## config.mk

```make
export PLATFORM = sky130hd
export DESIGN_NAME = a429_ctl
export DESIGN_NICKNAME = d
export VERILOG_FILES = /design/src/rtl/a429_pkg.sv /design/src/rtl/a429_tick.sv /design/src/rtl/a429_tx.sv /design/src/rtl/a429_rx.sv /design/src/rtl/a429_ctl.sv
export SDC_FILE = /design/constraint.sdc
export NUM_CORES = 1
export LEC_CHECK = 0
export BUFFER_PORTS_ARGS = -buffer_cell sky130_fd_sc_hd__buf_2
export CORE_UTILIZATION = 58
export DETAILED_ROUTE_END_ITERATION = 16
export MAX_ROUTING_LAYER = met4
export PLACE_DENSITY = 0.83
export REMOVE_ABC_BUFFERS = 1
export SETUP_SLACK_MARGIN = 0.1
export SLEW_MARGIN = 5
export SYNTH_ARGS = -nofsm -noshare
export SYNTH_HDL_FRONTEND = slang
export SYNTH_SLANG_ARGS = --single-unit
```

## constraint.sdc

```tcl
create_clock -name clk -period 3.5 [get_ports clk]
set_clock_uncertainty 0.1 [all_clocks]
set_input_delay 0.35 -clock clk [delete_from_list [all_inputs] [get_ports clk]]
set_output_delay 0.35 -clock clk [all_outputs]
set_load 0.01 [all_outputs]
```

## src/rtl/a429_pkg.sv

```systemverilog
package a429_pkg;
    localparam int WORD_W     = 32;
    localparam int NRX        = 2;
    localparam int OS_RATE    = 16;
    localparam int HALF_TICKS = OS_RATE / 2;
    localparam int GAP_BITS   = 4;
    localparam int GAP_TICKS  = GAP_BITS * OS_RATE;
    localparam int END_TICKS  = (OS_RATE * 3) / 2;
    localparam int SLOW_MULT  = 8;

    localparam int CB_LOOP_N  = 5;
    localparam int CB_FLT0    = 6;
    localparam int CB_STRIDE  = 3;
    localparam int CB_TXPAR   = 12;
    localparam int CB_TXRATE  = 13;
    localparam int CB_RXRATE  = 14;

    localparam logic [15:0] CFG_MASK  = 16'h7FE0;
    localparam logic [15:0] CFG_RESET = 16'h0020;

    typedef enum logic [1:0] {TX_IDLE, TX_BIT, TX_GAP} tx_state_t;
    typedef enum logic [1:0] {RX_IDLE, RX_PULSE, RX_NULL} rx_state_t;
endpackage

```

## src/rtl/a429_tick.sv

```systemverilog
module a429_tick #(
    parameter int DIV_FAST = 2
) (
    input  logic clk,
    input  logic rst_n,
    input  logic run,
    input  logic slow,
    output logic tick
);
    import a429_pkg::*;
    localparam int DIV_SLOW = DIV_FAST * SLOW_MULT;
    localparam int CW       = $clog2(DIV_SLOW + 1);

    logic [CW-1:0] cnt;
    logic [CW-1:0] lim;

    always_comb begin
        lim  = slow ? CW'(DIV_SLOW - 1) : CW'(DIV_FAST - 1);
        tick = run && (cnt >= lim);
    end

    always_ff @(posedge clk or negedge rst_n) begin
        if (!rst_n)      cnt <= '0;
        else if (!run)   cnt <= '0;
        else if (tick)   cnt <= '0;
        else             cnt <= cnt + 1'b1;
    end
endmodule

```

## src/rtl/a429_tx.sv

```systemverilog
module a429_tx (
    input  logic                        clk,
    input  logic                        rst_n,
    input  logic                        tick,
    input  logic                        even_par,
    input  logic [a429_pkg::WORD_W-2:0] data,
    input  logic                        valid,
    output logic                        ready,
    output logic                        run,
    output logic                        line_a,
    output logic                        line_b
);
    import a429_pkg::*;
    localparam int SUB_W = $clog2(OS_RATE);
    localparam int BIT_W = $clog2(WORD_W);
    localparam int GAP_W = $clog2(GAP_TICKS);

    tx_state_t         st, st_n;
    logic [WORD_W-1:0] sh, sh_n;
    logic [SUB_W-1:0]  sub, sub_n;
    logic [BIT_W-1:0]  bcnt, bcnt_n;
    logic [GAP_W-1:0]  gcnt, gcnt_n;
    logic              par;

    always_comb begin
        par    = even_par ? (^data) : ~(^data);
        st_n   = st;
        sh_n   = sh;
        sub_n  = sub;
        bcnt_n = bcnt;
        gcnt_n = gcnt;
        unique case (st)
            TX_IDLE: begin
                if (valid) begin
                    st_n   = TX_BIT;
                    sh_n   = {par, data};
                    sub_n  = '0;
                    bcnt_n = '0;
                end
            end
            TX_BIT: begin
                if (tick) begin
                    sub_n = sub + 1'b1;
                    if (sub == SUB_W'(OS_RATE - 1)) begin
                        sh_n   = sh >> 1;
                        bcnt_n = bcnt + 1'b1;
                        if (bcnt == BIT_W'(WORD_W - 1)) begin
                            st_n   = TX_GAP;
                            gcnt_n = '0;
                        end
                    end
                end
            end
            TX_GAP: begin
                if (tick) begin
                    gcnt_n = gcnt + 1'b1;
                    if (gcnt == GAP_W'(GAP_TICKS - 1)) st_n = TX_IDLE;
                end
            end
            default: st_n = TX_IDLE;
        endcase
    end

    always_ff @(posedge clk or negedge rst_n) begin
        if (!rst_n) begin
            st   <= TX_IDLE;
            sh   <= '0;
            sub  <= '0;
            bcnt <= '0;
            gcnt <= '0;
        end else begin
            st   <= st_n;
            sh   <= sh_n;
            sub  <= sub_n;
            bcnt <= bcnt_n;
            gcnt <= gcnt_n;
        end
    end

    always_comb begin
        ready  = (st == TX_IDLE);
        run    = (st != TX_IDLE);
        line_a = (st == TX_BIT) && (sub < SUB_W'(HALF_TICKS)) &&  sh[0];
        line_b = (st == TX_BIT) && (sub < SUB_W'(HALF_TICKS)) && !sh[0];
    end
endmodule

```

## src/rtl/a429_rx.sv

```systemverilog
module a429_rx (
    input  logic                        clk,
    input  logic                        rst_n,
    input  logic                        tick,
    input  logic                        line_a,
    input  logic                        line_b,
    input  logic                        flt_en,
    input  logic [1:0]                  flt_mask,
    output logic [a429_pkg::WORD_W-1:0] data,
    output logic                        valid,
    output logic                        par_err,
    output logic                        frm_err
);
    import a429_pkg::*;
    localparam int BC_W  = $clog2(WORD_W + 2);
    localparam int END_W = $clog2(END_TICKS);

    logic [1:0]        a_sync, b_sync;
    logic              a, b;
    rx_state_t         st, st_n;
    logic [WORD_W-1:0] sh, sh_n;
    logic [BC_W-1:0]   bcnt, bcnt_n;
    logic [END_W-1:0]  ncnt, ncnt_n;
    logic              fin, full, pass;

    always_ff @(posedge clk or negedge rst_n) begin
        if (!rst_n) begin
            a_sync <= '0;
            b_sync <= '0;
        end else begin
            a_sync <= {a_sync[0], line_a};
            b_sync <= {b_sync[0], line_b};
        end
    end

    always_comb begin
        a      = a_sync[1];
        b      = b_sync[1];
        st_n   = st;
        sh_n   = sh;
        bcnt_n = bcnt;
        ncnt_n = ncnt;
        fin    = 1'b0;
        unique case (st)
            RX_IDLE: begin
                if (tick && (a ^ b)) begin
                    st_n   = RX_PULSE;
                    sh_n   = {a, sh[WORD_W-1:1]};
                    bcnt_n = BC_W'(1);
                end
            end
            RX_PULSE: begin
                if (tick && !a && !b) begin
                    st_n   = RX_NULL;
                    ncnt_n = '0;
                end
            end
            RX_NULL: begin
                if (tick) begin
                    if (a ^ b) begin
                        st_n   = RX_PULSE;
                        sh_n   = {a, sh[WORD_W-1:1]};
                        bcnt_n = (bcnt == BC_W'(WORD_W + 1)) ? bcnt : bcnt + 1'b1;
                    end else if (!a && !b) begin
                        if (ncnt == END_W'(END_TICKS - 1)) begin
                            st_n = RX_IDLE;
                            fin  = 1'b1;
                        end else begin
                            ncnt_n = ncnt + 1'b1;
                        end
                    end
                end
            end
            default: st_n = RX_IDLE;
        endcase
        full = (bcnt == BC_W'(WORD_W));
        pass = !flt_en || (sh[9:8] == flt_mask);
    end

    always_ff @(posedge clk or negedge rst_n) begin
        if (!rst_n) begin
            st   <= RX_IDLE;
            sh   <= '0;
            bcnt <= '0;
            ncnt <= '0;
        end else begin
            st   <= st_n;
            sh   <= sh_n;
            bcnt <= bcnt_n;
            ncnt <= ncnt_n;
        end
    end

    always_ff @(posedge clk or negedge rst_n) begin
        if (!rst_n) begin
            data    <= '0;
            valid   <= 1'b0;
            par_err <= 1'b0;
            frm_err <= 1'b0;
        end else begin
            valid   <= fin && full && pass;
            par_err <= fin && full && pass && ~(^sh);
            frm_err <= fin && !full;
            if (fin && full && pass) data <= sh;
        end
    end
endmodule

```

## src/rtl/a429_ctl.sv

```systemverilog
module a429_ctl #(
    parameter int DIV_FAST = 2
) (
    input  logic                                      clk,
    input  logic                                      rst_n,
    input  logic                                      cfg_we,
    input  logic [15:0]                               cfg_wdata,
    output logic [15:0]                               cfg_rdata,
    input  logic [a429_pkg::WORD_W-2:0]               tx_data,
    input  logic                                      tx_valid,
    output logic                                      tx_ready,
    output logic                                      tx_line_a,
    output logic                                      tx_line_b,
    input  logic [a429_pkg::NRX-1:0]                  rx_line_a,
    input  logic [a429_pkg::NRX-1:0]                  rx_line_b,
    output logic [a429_pkg::NRX-1:0][a429_pkg::WORD_W-1:0] rx_data,
    output logic [a429_pkg::NRX-1:0]                  rx_valid,
    output logic [a429_pkg::NRX-1:0]                  rx_par_err,
    output logic [a429_pkg::NRX-1:0]                  rx_frm_err
);
    import a429_pkg::*;

    logic [15:0] cfg;
    logic        loop_en;
    logic        tx_tick, tx_run, rx_tick;
    logic        int_a, int_b;

    always_ff @(posedge clk or negedge rst_n) begin
        if (!rst_n)      cfg <= CFG_RESET;
        else if (cfg_we) cfg <= cfg_wdata & CFG_MASK;
    end

    always_comb begin
        cfg_rdata = cfg;
        loop_en   = !cfg[CB_LOOP_N];
        tx_line_a = int_a && !loop_en;
        tx_line_b = int_b && !loop_en;
    end

    a429_tick #(.DIV_FAST(DIV_FAST)) u_tx_tick (
        .clk(clk), .rst_n(rst_n), .run(tx_run),
        .slow(cfg[CB_TXRATE]), .tick(tx_tick)
    );

    a429_tick #(.DIV_FAST(DIV_FAST)) u_rx_tick (
        .clk(clk), .rst_n(rst_n), .run(1'b1),
        .slow(cfg[CB_RXRATE]), .tick(rx_tick)
    );

    a429_tx u_tx (
        .clk(clk), .rst_n(rst_n), .tick(tx_tick),
        .even_par(cfg[CB_TXPAR]), .data(tx_data), .valid(tx_valid),
        .ready(tx_ready), .run(tx_run), .line_a(int_a), .line_b(int_b)
    );

    for (genvar i = 0; i < NRX; i++) begin : g_rx
        logic sel_a, sel_b;
        if (i == 0) begin : g_true
            always_comb begin
                sel_a = loop_en ? int_a : rx_line_a[i];
                sel_b = loop_en ? int_b : rx_line_b[i];
            end
        end else begin : g_swap
            always_comb begin
                sel_a = loop_en ? int_b : rx_line_a[i];
                sel_b = loop_en ? int_a : rx_line_b[i];
            end
        end

        a429_rx u_rx (
            .clk(clk), .rst_n(rst_n), .tick(rx_tick),
            .line_a(sel_a), .line_b(sel_b),
            .flt_en(cfg[CB_FLT0 + CB_STRIDE*i]),
            .flt_mask(cfg[CB_FLT0 + CB_STRIDE*i + 1 +: 2]),
            .data(rx_data[i]), .valid(rx_valid[i]),
            .par_err(rx_par_err[i]), .frm_err(rx_frm_err[i])
        );
    end
endmodule

```

==> results_tabular.tex, run 1 <==
\begin{tabular}{lr}
\hline
Metric & Value \\
\hline
\multicolumn{2}{l}{\textbf{Timing}} \\
Transition time at the pin with the least slew margin & 0.778 ns \\
Sum Neg Setup Slack & 0 ns \\
Worst hold margin & between 0.1 and 0.15 ns \\
Slew Viols, Final & 0 \\
Max Clk Rate & 322 MHz \\
Clock period minus worst slack & slightly above 3 ns \\
Count of final hold-check violations & 0 \\
Endpoints failing setup & 0 \\
Normalized max-slew margin & between 40\% and 50\% \\
RSZ-0062 raised after global routing & false \\
Final worst-path cycle share & 88.7\% \\
\multicolumn{2}{l}{\textbf{Routing}} \\
Detailed Route Iter0 Violations & $\sim$310 \\
Total number of vias & approximately 7,000 \\
Total DRC errors in the routed layout & 0 \\
First-pass iteration count of the detailed router & 4 \\
Post-detailed-routing wire length & approximately 20,000 um \\
Vias/cell & 5.37 \\
Number of nets still failing antenna checks after routing & 0 \\
Average wire per standard cell & 15.9 um \\
\multicolumn{2}{l}{\textbf{Synthesis}} \\
Share of synthesized area occupied by flip-flops and latches & roughly 52\% \\
Post-synth top area share & between 50\% and 60\% \\
Mapped cell area & around 11,000 um2 \\
Post-synthesis average cell area & between 10 and 15 um2 \\
Most numerous cell types in the synthesized netlist & 236 x sky130\_fd\_sc\_hd\_\_dfrtp\_1, 173 x sky130\_fd\_sc\_hd\_\_mux2\_2, 86 x sky130\_fd\_sc\_hd\_\_xnor2\_1 \\
Post-synthesis sequential element count & about 240 \\
Syn Inst Count & around 860 \\
Synth warnings & 0 \\
Synth cell types & 53 \\
Fraction of synthesis flops using an asynchronous set or reset pin & 100\% \\
Cell with the most instances after synthesis & sky130\_fd\_sc\_hd\_\_dfrtp\_1 \\
Dominant cells by area after synthesis & sky130\_fd\_sc\_hd\_\_dfrtp\_1 52\%, sky130\_fd\_sc\_hd\_\_mux2\_2 17\%, sky130\_fd\_sc\_hd\_\_xnor2\_1 6.7\%, sky130\_fd\_sc\_hd\_\_mux2\_4 3.7\%, sky130\_fd\_sc\_hd\_\_ha\_1 2.8\% \\
Primary flip-flop cell chosen by synthesis mapping & sky130\_fd\_sc\_hd\_\_dfrtp\_1 \\
Cell type with the highest aggregate area in the netlist & sky130\_fd\_sc\_hd\_\_dfrtp\_1 \\
Number of synthesized flops with an enable pin & 0 \\
\multicolumn{2}{l}{\textbf{Global route}} \\
Met1 usage in global routing & between 20\% and 30\% \\
Met3 track demand over resource & under 10\% \\
All-layer global routing usage & roughly 22\% \\
Grt total ovfl & 0 \\
Maximum number of pins on one net before global-route repair & 86 \\
First-pass GRT wire length & $\sim$35,000 um \\
Initial antenna violation count & 1 \\
GR Layer Usage met2 & between 30 and 40\% \\
Vias in the first global route & 7,243 \\
Gr busiest metal & met2 \\
\multicolumn{2}{l}{\textbf{Layout}} \\
Fraction of layout cells with a size suffix above 1 & between 30\% and 40\% \\
Final core occ & 69.4\% \\
Design area & roughly 13,000 um2 \\
Layout overhead on the synthesized area & 15.9\% \\
Footprint of the multi-input gates & around 5000 um2 \\
Number of nets in the finished design & approximately 1,100 \\
Fillcell total & approximately 1,400 \\
Sequential Area & $\sim$5900 um2 \\
\multicolumn{2}{l}{\textbf{Setup path}} \\
Maximum net fanout on the critical path & 22 \\
Arrival time of the worst setup path & 3.39 ns \\
Critical path data required time & about 3.8 ns \\
Critical Path Source Type & register \\
Element type at the critical path end & register \\
Crit path kind & register to register \\
\multicolumn{2}{l}{\textbf{Clock tree}} \\
PostCTS Resize Cnt & 0 \\
Clk sinks & around 240 \\
CTS buffer count & 26 \\
TritonCTS clock tree & built \\
Post-CTS Setup Inserts & 0 \\
Clk\_lat worst skew & between 0.5 and 0.6 ns \\
Number of H-tree levels & 1 \\
Post-CTS Hold Buffers & 15 \\
Max Buffers Root-to-Sink & 3 \\
CTS Root Buffer Type & sky130\_fd\_sc\_hd\_\_clkbuf\_16 \\
Clock Pin Slew Worst Setup and Hold Paths & about 0.060 ns \\
\multicolumn{2}{l}{\textbf{Status}} \\
Outcome & complete, no violations \\
\multicolumn{2}{l}{\textbf{Placement}} \\
Weighted congestion reported at the end of routability-driven placement & approximately 0.83 \\
HPWL after detailed placement & 13,600 um \\
Count of buffers inserted at the top-level ports & 131 \\
Placed standard-cell area & $\sim$12,000 um2 \\
\multicolumn{2}{l}{\textbf{Flow run}} \\
Number of violations of the max-capacitance limit & 0 \\
\multicolumn{2}{l}{\textbf{Floorplanning}} \\
DIE HEIGHT & between 100 and 150 um \\
Width of the die & between 100 and 150 um \\
Number of rows created at floorplan & 50 \\
Core footprint & $\sim$19,000 um2 \\
Die outline area & $\sim$20,000 um2 \\
Total I/O pin count & approximately 140 \\
Initial Util & between 50\% and 60\% \\
\multicolumn{2}{l}{\textbf{Power}} \\
Leakage & approximately 6.5 nW \\
Total power divided by cell area & $\sim$650 nW/um2 \\
Overall power of the completed layout & 8.52 mW \\
IR Drop Worst-Case VDD & approximately 0.5 mV \\
\multicolumn{2}{l}{\textbf{Min path}} \\
Hold crit path type & primary input to register \\
\hline
\end{tabular}
## metrics by stage
stage | setup slack (ns) | std cells
2_1_floorplan | 0.0908 | 823
3_3_place_gp | 0.487 | 1225
3_5_place_dp | 0.439 | 1225
4_1_cts | 0.402 | 1286
5_1_grt | 0.195 | 1287
6_report | 0.397 | 1287
## path summary, 6_finish.rpt
path	from	endpoint	slack [ns]	cells after the start
worst max-delay path	cfg_rdata[14]$_DFFE_PN0P_	g_rx[0].u_rx.data[3]$_DFFE_PN0P_	0.40	9
worst min-delay path	tx_data[0]	u_tx.sh[0]$_DFFE_PN0P_	0.12	3
worst max register to register	cfg_rdata[14]$_DFFE_PN0P_	g_rx[0].u_rx.data[3]$_DFFE_PN0P_	0.40	9
worst min register to register	g_rx[0].u_rx.b_sync[0]$_DFF_PN0_	g_rx[0].u_rx.b_sync[1]$_DFF_PN0_	0.25	0
max in group asynchronous	rst_n	g_rx[0].u_rx.sh[26]$_DFFE_PN0P_	2.10	3
min in group asynchronous	rst_n	g_rx[0].u_rx.data[0]$_DFFE_PN0P_	0.33	2
## cells by family (layout without fill, tap and decap cells)
family	count (synthesis)	count (layout)	share of synthesized area, %
XOR/XNOR	107	107	8.28
AND/OR/NAND/NOR	136	136	6.50
buffers and inverters	67	224	3.34
flip-flops	237	237	52.4
multiplexers	208	208	21.5
other	1	7	0.0331
AO/OA/AOI/OAI	83	83	5.15
adder cells (fa/ha/maj)	25	25	2.76
## report_power, final
group / leakage (nW) / total [mW] / internal (mW) / switching (mW)
Sequential: 3.18 / 3.50 / 3.16 / 0.340
Combinational: 2.90 / 2.43 / 1.25 / 1.18
Clock: 0.405 / 2.59 / 1.55 / 1.04
## per-layer routing
metal	wire length (um)	share of wire, %	up-vias
met5	0	0	-
met4	401	2.0	0
met3	824	4.0	25
met2	10100	50	152
met1	9090	44	3446
li1	-	-	3294
## area by class of cell
type,instances,share of cell area (%)
sequential,237,45.2
multi-input combinational,565,38.4
timing repair buffer,157,7.04
clock buffer,37,5.67
tap,260,2.48
clock inverter,9,0.610
inverter,21,0.601
antenna,1,0.0191
## sequential cells by signal, summed over array words and instances, names as in the netlist, 5 cells and up
name            flops
g_rx.u_rx.data     64
u_rx_tick.cnt       5
g_rx.u_rx.sh       64
u_tx.bcnt           5
g_rx.u_rx.ncnt     10
u_tx_tick.cnt       5
cfg_rdata          10
g_rx.u_rx.bcnt     12
u_tx.sh            32
u_tx.gcnt           6
## critical path, cell delays in order, from the launching register on
cell and delay, ns:
sky130_fd_sc_hd__dfrtp_1 0.33, sky130_fd_sc_hd__inv_1 0.08, sky130_fd_sc_hd__ha_1 0.28, sky130_fd_sc_hd__a21o_1 0.10, sky130_fd_sc_hd__a21o_1 0.18, sky130_fd_sc_hd__a211oi_4 0.13, sky130_fd_sc_hd__nor4b_2 0.48, sky130_fd_sc_hd__and3_2 0.70
sky130_fd_sc_hd__buf_4 0.29, sky130_fd_sc_hd__mux2_4 0.31
## cell usage in the layout (no fill, tap or decap), types with 4 or more instances in the layout
| master | count |
|---|---|
| sky130_fd_sc_hd__a21o_1 | 10 |
| sky130_fd_sc_hd__a21oi_1 | 6 |
| sky130_fd_sc_hd__a22o_1 | 9 |
| sky130_fd_sc_hd__and2_1 | 8 |
| sky130_fd_sc_hd__and3_1 | 8 |
| sky130_fd_sc_hd__buf_2 | 130 |
| sky130_fd_sc_hd__buf_4 | 9 |
| sky130_fd_sc_hd__clkbuf_1 | 7 |
| sky130_fd_sc_hd__clkbuf_16 | 27 |
| sky130_fd_sc_hd__clkinv_2 | 5 |
| sky130_fd_sc_hd__conb_1 | 6 |
| sky130_fd_sc_hd__dfrtp_1 | 236 |
| sky130_fd_sc_hd__dlygate4sd3_1 | 15 |
| sky130_fd_sc_hd__ha_1 | 24 |
| sky130_fd_sc_hd__inv_1 | 21 |
| sky130_fd_sc_hd__mux2_2 | 173 |
| sky130_fd_sc_hd__mux2_4 | 28 |
| sky130_fd_sc_hd__mux2i_1 | 7 |
| sky130_fd_sc_hd__nand2_1 | 28 |
| sky130_fd_sc_hd__nand2b_1 | 5 |
| sky130_fd_sc_hd__nand3_1 | 23 |
| sky130_fd_sc_hd__nand3b_1 | 4 |
| sky130_fd_sc_hd__nand4_1 | 7 |
| sky130_fd_sc_hd__nor2_1 | 21 |
| sky130_fd_sc_hd__nor2b_1 | 6 |
| sky130_fd_sc_hd__nor3_1 | 6 |
| sky130_fd_sc_hd__o21ai_0 | 34 |
| sky130_fd_sc_hd__o31ai_1 | 7 |
| sky130_fd_sc_hd__xnor2_1 | 86 |
| sky130_fd_sc_hd__xor2_1 | 21 |
Note: power is estimated with default switching activity, not from simulation.
==> run 2, diff against run 1 <==
--- a/config.mk
+++ b/config.mk
@@ -7,11 +7,13 @@
 export LEC_CHECK = 0
 export BUFFER_PORTS_ARGS = -buffer_cell sky130_fd_sc_hd__buf_2
 export CORE_UTILIZATION = 58
+export CTS_BUF_LIST = sky130_fd_sc_hd__clkbuf_16
 export DETAILED_ROUTE_END_ITERATION = 16
 export MAX_ROUTING_LAYER = met4
 export PLACE_DENSITY = 0.83
 export REMOVE_ABC_BUFFERS = 1
 export SETUP_SLACK_MARGIN = 0.1
+export SKIP_CTS_REPAIR_TIMING = 1
 export SLEW_MARGIN = 5
 export SYNTH_ARGS = -nofsm -noshare
 export SYNTH_HDL_FRONTEND = slang
==> constraint.sdc (replaced) <==
create_clock -name clk -period 3.4 [get_ports clk]
set_clock_uncertainty 0.1 [all_clocks]
set_input_delay 0.34 -clock clk [delete_from_list [all_inputs] [get_ports clk]]
set_output_delay 0.34 -clock clk [all_outputs]
set_load 0.01 [all_outputs]
==> run 2 against run 1 <==
  * Clock power is 8.9% higher
  * Maximum frequency rose by 6.6%
  * Routed wire length increased by 3.1%
  * Sequential share of layout area shrank 0.24 points
  * Critical path type unchanged
  * The run now ends with negative hold slack left
  * Combinational power grew 4%
==> results_tabular.tex, run 2 (synthesized netlist as in run 1, its figures left out) <==
\begin{tabular}{lr}
\hline
Metric & Value \\
\hline
\multicolumn{2}{l}{\textbf{Placement}} \\
Count of buffers inserted at the top-level ports & $\sim$130 \\
HPWL after detailed placement & 14,300 um \\
Weighted congestion reported at the end of routability-driven placement & between 0.8 and 0.9 \\
Placed standard-cell area & roughly 12,000 um2 \\
\multicolumn{2}{l}{\textbf{Layout}} \\
Top Registers & g\_rx.u\_rx.data (64), g\_rx.u\_rx.sh (64), u\_tx.sh (32) \\
Most common cell after layout, fill and taps aside & sky130\_fd\_sc\_hd\_\_dfrtp\_1 \\
Top library cells by usage in the layout, fill and taps aside & 236 x sky130\_fd\_sc\_hd\_\_dfrtp\_1, 173 x sky130\_fd\_sc\_hd\_\_mux2\_2, 130 x sky130\_fd\_sc\_hd\_\_buf\_2 \\
Design area & between 10,000 and 15,000 um2 \\
Fillcell total & approximately 1,300 \\
Layout overhead on the synthesized area & 16.5\% \\
Fraction of layout cells with a size suffix above 1 & between 30\% and 40\% \\
Number of nets in the finished design & around 1,100 \\
\multicolumn{2}{l}{\textbf{Clock tree}} \\
CTS Root Buffer Type & sky130\_fd\_sc\_hd\_\_clkbuf\_16 \\
TritonCTS clock tree & built \\
CTS buffer count & 26 \\
Clk sinks & about 240 \\
Clk\_lat worst skew & around 0.52 ns \\
Max Buffers Root-to-Sink & 3 \\
Number of H-tree levels & 1 \\
Clock Pin Slew Worst Setup and Hold Paths & 0.06 ns \\
\multicolumn{2}{l}{\textbf{Flow run}} \\
Number of violations of the max-capacitance limit & 0 \\
\multicolumn{2}{l}{\textbf{Status}} \\
Outcome & finished, violations left \\
Failing checks & negative hold slack \\
\multicolumn{2}{l}{\textbf{Global route}} \\
Initial antenna violation count & 2 \\
Maximum number of pins on one net before global-route repair & roughly 100 \\
Vias in the first global route & between 7,000 and 8,000 \\
All-layer global routing usage & $\sim$23\% \\
First-pass GRT wire length & $\sim$35,000 um \\
Grt total ovfl & 0 \\
\multicolumn{2}{l}{\textbf{Floorplanning}} \\
Total I/O pin count & 144 \\
Die outline area & around 20,000 um2 \\
Width of the die & between 100 and 150 um \\
Number of rows created at floorplan & 50 \\
DIE HEIGHT & around 140 um \\
Core footprint & $\sim$19,000 um2 \\
Initial Util & between 50 and 60\% \\
\multicolumn{2}{l}{\textbf{Setup path}} \\
Critical path data required time & 3.70 ns \\
Critical Path Source Type & register \\
Crit path kind & register to register \\
Max stage delay cell, worst path & sky130\_fd\_sc\_hd\_\_and3\_2 \\
Delay contributed by the slowest stage of the critical path & just under 0.5 ns \\
Maximum net fanout on the critical path & 26 \\
Element type at the critical path end & register \\
Most frequent cell on the critical path & sky130\_fd\_sc\_hd\_\_a21o\_1 \\
Worst path top cell family by delay & simple AND/OR/NAND/NOR gates \\
Critical path cell sequence & inv\_1 -> ha\_1 -> a21o\_1 -> a21o\_1 -> a211oi\_4 -> nor4b\_2 -> and3\_2 -> buf\_12 -> mux2\_2 \\
Arrival time of the worst setup path & 3.21 ns \\
Critical path buffers and inverters & 2 \\
\multicolumn{2}{l}{\textbf{Power}} \\
IR Drop Worst-Case VDD & between 0.4 and 0.5 mV \\
Leakage & roughly 6.5 nW \\
Total power divided by cell area & around 680 nW/um2 \\
\multicolumn{2}{l}{\textbf{Routing}} \\
Detailed Route Iter0 Violations & between 200 and 300 \\
First-pass iteration count of the detailed router & 5 \\
Total number of vias & between 6,000 and 7,000 \\
Average wire per standard cell & between 15 and 20 um \\
Total DRC errors in the routed layout & 0 \\
Post-detailed-routing wire length & between 20,000 and 25,000 um \\
Vias/cell & 5.38 \\
Number of nets still failing antenna checks after routing & 0 \\
\multicolumn{2}{l}{\textbf{Timing}} \\
Endpoints failing setup & 0 \\
Transition time at the pin with the least slew margin & between 0.7 and 0.8 ns \\
Normalized max-slew margin & around 48\% \\
Clock period minus worst slack & slightly below 3 ns \\
Slew Viols, Final & 0 \\
Worst hold margin & -0.000269 ns \\
Max Clk Rate & around 340 MHz \\
RSZ-0062 raised after global routing & false \\
Final worst-path cycle share & 85.6\% \\
Count of final hold-check violations & 1 \\
\multicolumn{2}{l}{\textbf{Min path}} \\
Hold crit path type & primary input to register \\
\hline
\end{tabular}
[run 2: changes by cell type in the layout (fill, tap and decap cells not counted), sizes merged]
cell	change
dlygate4sd3	-1
inv	+3
clkinv	+5
diode	+1
buf	-2
bufinv	+3
clkbuf	-10
[run 2: path summary, 6_finish.rpt]
check                           slack (ns)  depth (start not counted)                                end                              from
worst min-delay path               -0.0003                          3          cfg_rdata[14]$_DFFE_PN0P_                     cfg_wdata[14]
worst min register to register        0.25                          0   g_rx[0].u_rx.a_sync[1]$_DFF_PN0_  g_rx[0].u_rx.a_sync[0]$_DFF_PN0_
min in group asynchronous             0.36                          2   g_rx[0].u_rx.data[2]$_DFFE_PN0P_                             rst_n
worst max-delay path                  0.49                          9  g_rx[0].u_rx.data[27]$_DFFE_PN0P_         cfg_rdata[14]$_DFFE_PN0P_
worst max register to register        0.49                          9  g_rx[0].u_rx.data[27]$_DFFE_PN0P_         cfg_rdata[14]$_DFFE_PN0P_
max in group asynchronous             1.97                          3  g_rx[0].u_rx.data[12]$_DFFE_PN0P_                             rst_n
[run 2: power breakdown]
part / switching (mW) / internal (mW) / total (mW)
Clock: 1.09 / 1.73 / 2.82
Sequential: 0.344 / 3.26 / 3.60
Combinational: 1.22 / 1.31 / 2.52
Total: 2.65 / 6.29 / 8.94
[run 2: metrics by stage]
step	TNS (ns)	util [%]	setup slack [ns]	instances	power (mW)
floorplan	-0.0368	-	-0.00921	823	5.54
global placement	0	64.5	0.594	1223	6.05
CTS	0	69.0	0.496	1270	9.03
detailed placement	0	64.5	0.507	1223	6.18
finish	0	69.8	0.489	1286	8.94
global route	0	69.8	0.292	1286	9.46
[run 2: area by class of cell]
cell class | instances | area [um2] | area share (%)
antenna | 2 | 5.00 | 0.0379
clock buffer | 27 | 676 | 5.12
clock inverter | 20 | 190 | 1.44
inverter | 21 | 78.8 | 0.598
multi-input combinational | 565 | 5030 | 38.2
sequential | 237 | 5930 | 45.0
tap | 260 | 325 | 2.47
timing repair buffer | 154 | 948 | 7.19
[run 2: worst register-to-register path: cells and delay by family, from the launching register on]
kind / cells / cell delay (ns)
AOI/OAI and AO/OA: 3 / 0.39
adders and majority gates: 1 / 0.28
DFF: 1 / 0.34
buffers and inverters: 2 / 0.34
and+or+nand+nor: 2 / 0.95
muxes: 1 / 0.38
[run 2: metal layers]
layer  global-route usage [%]  share of wire (%)  up-vias
met1                     28.6                 44     3445
met4                     5.04                1.6        0
met5                        -                  0        -
li1                         -                  -     3303
met2                     38.0                 51      150
met3                     3.91                4.3       26
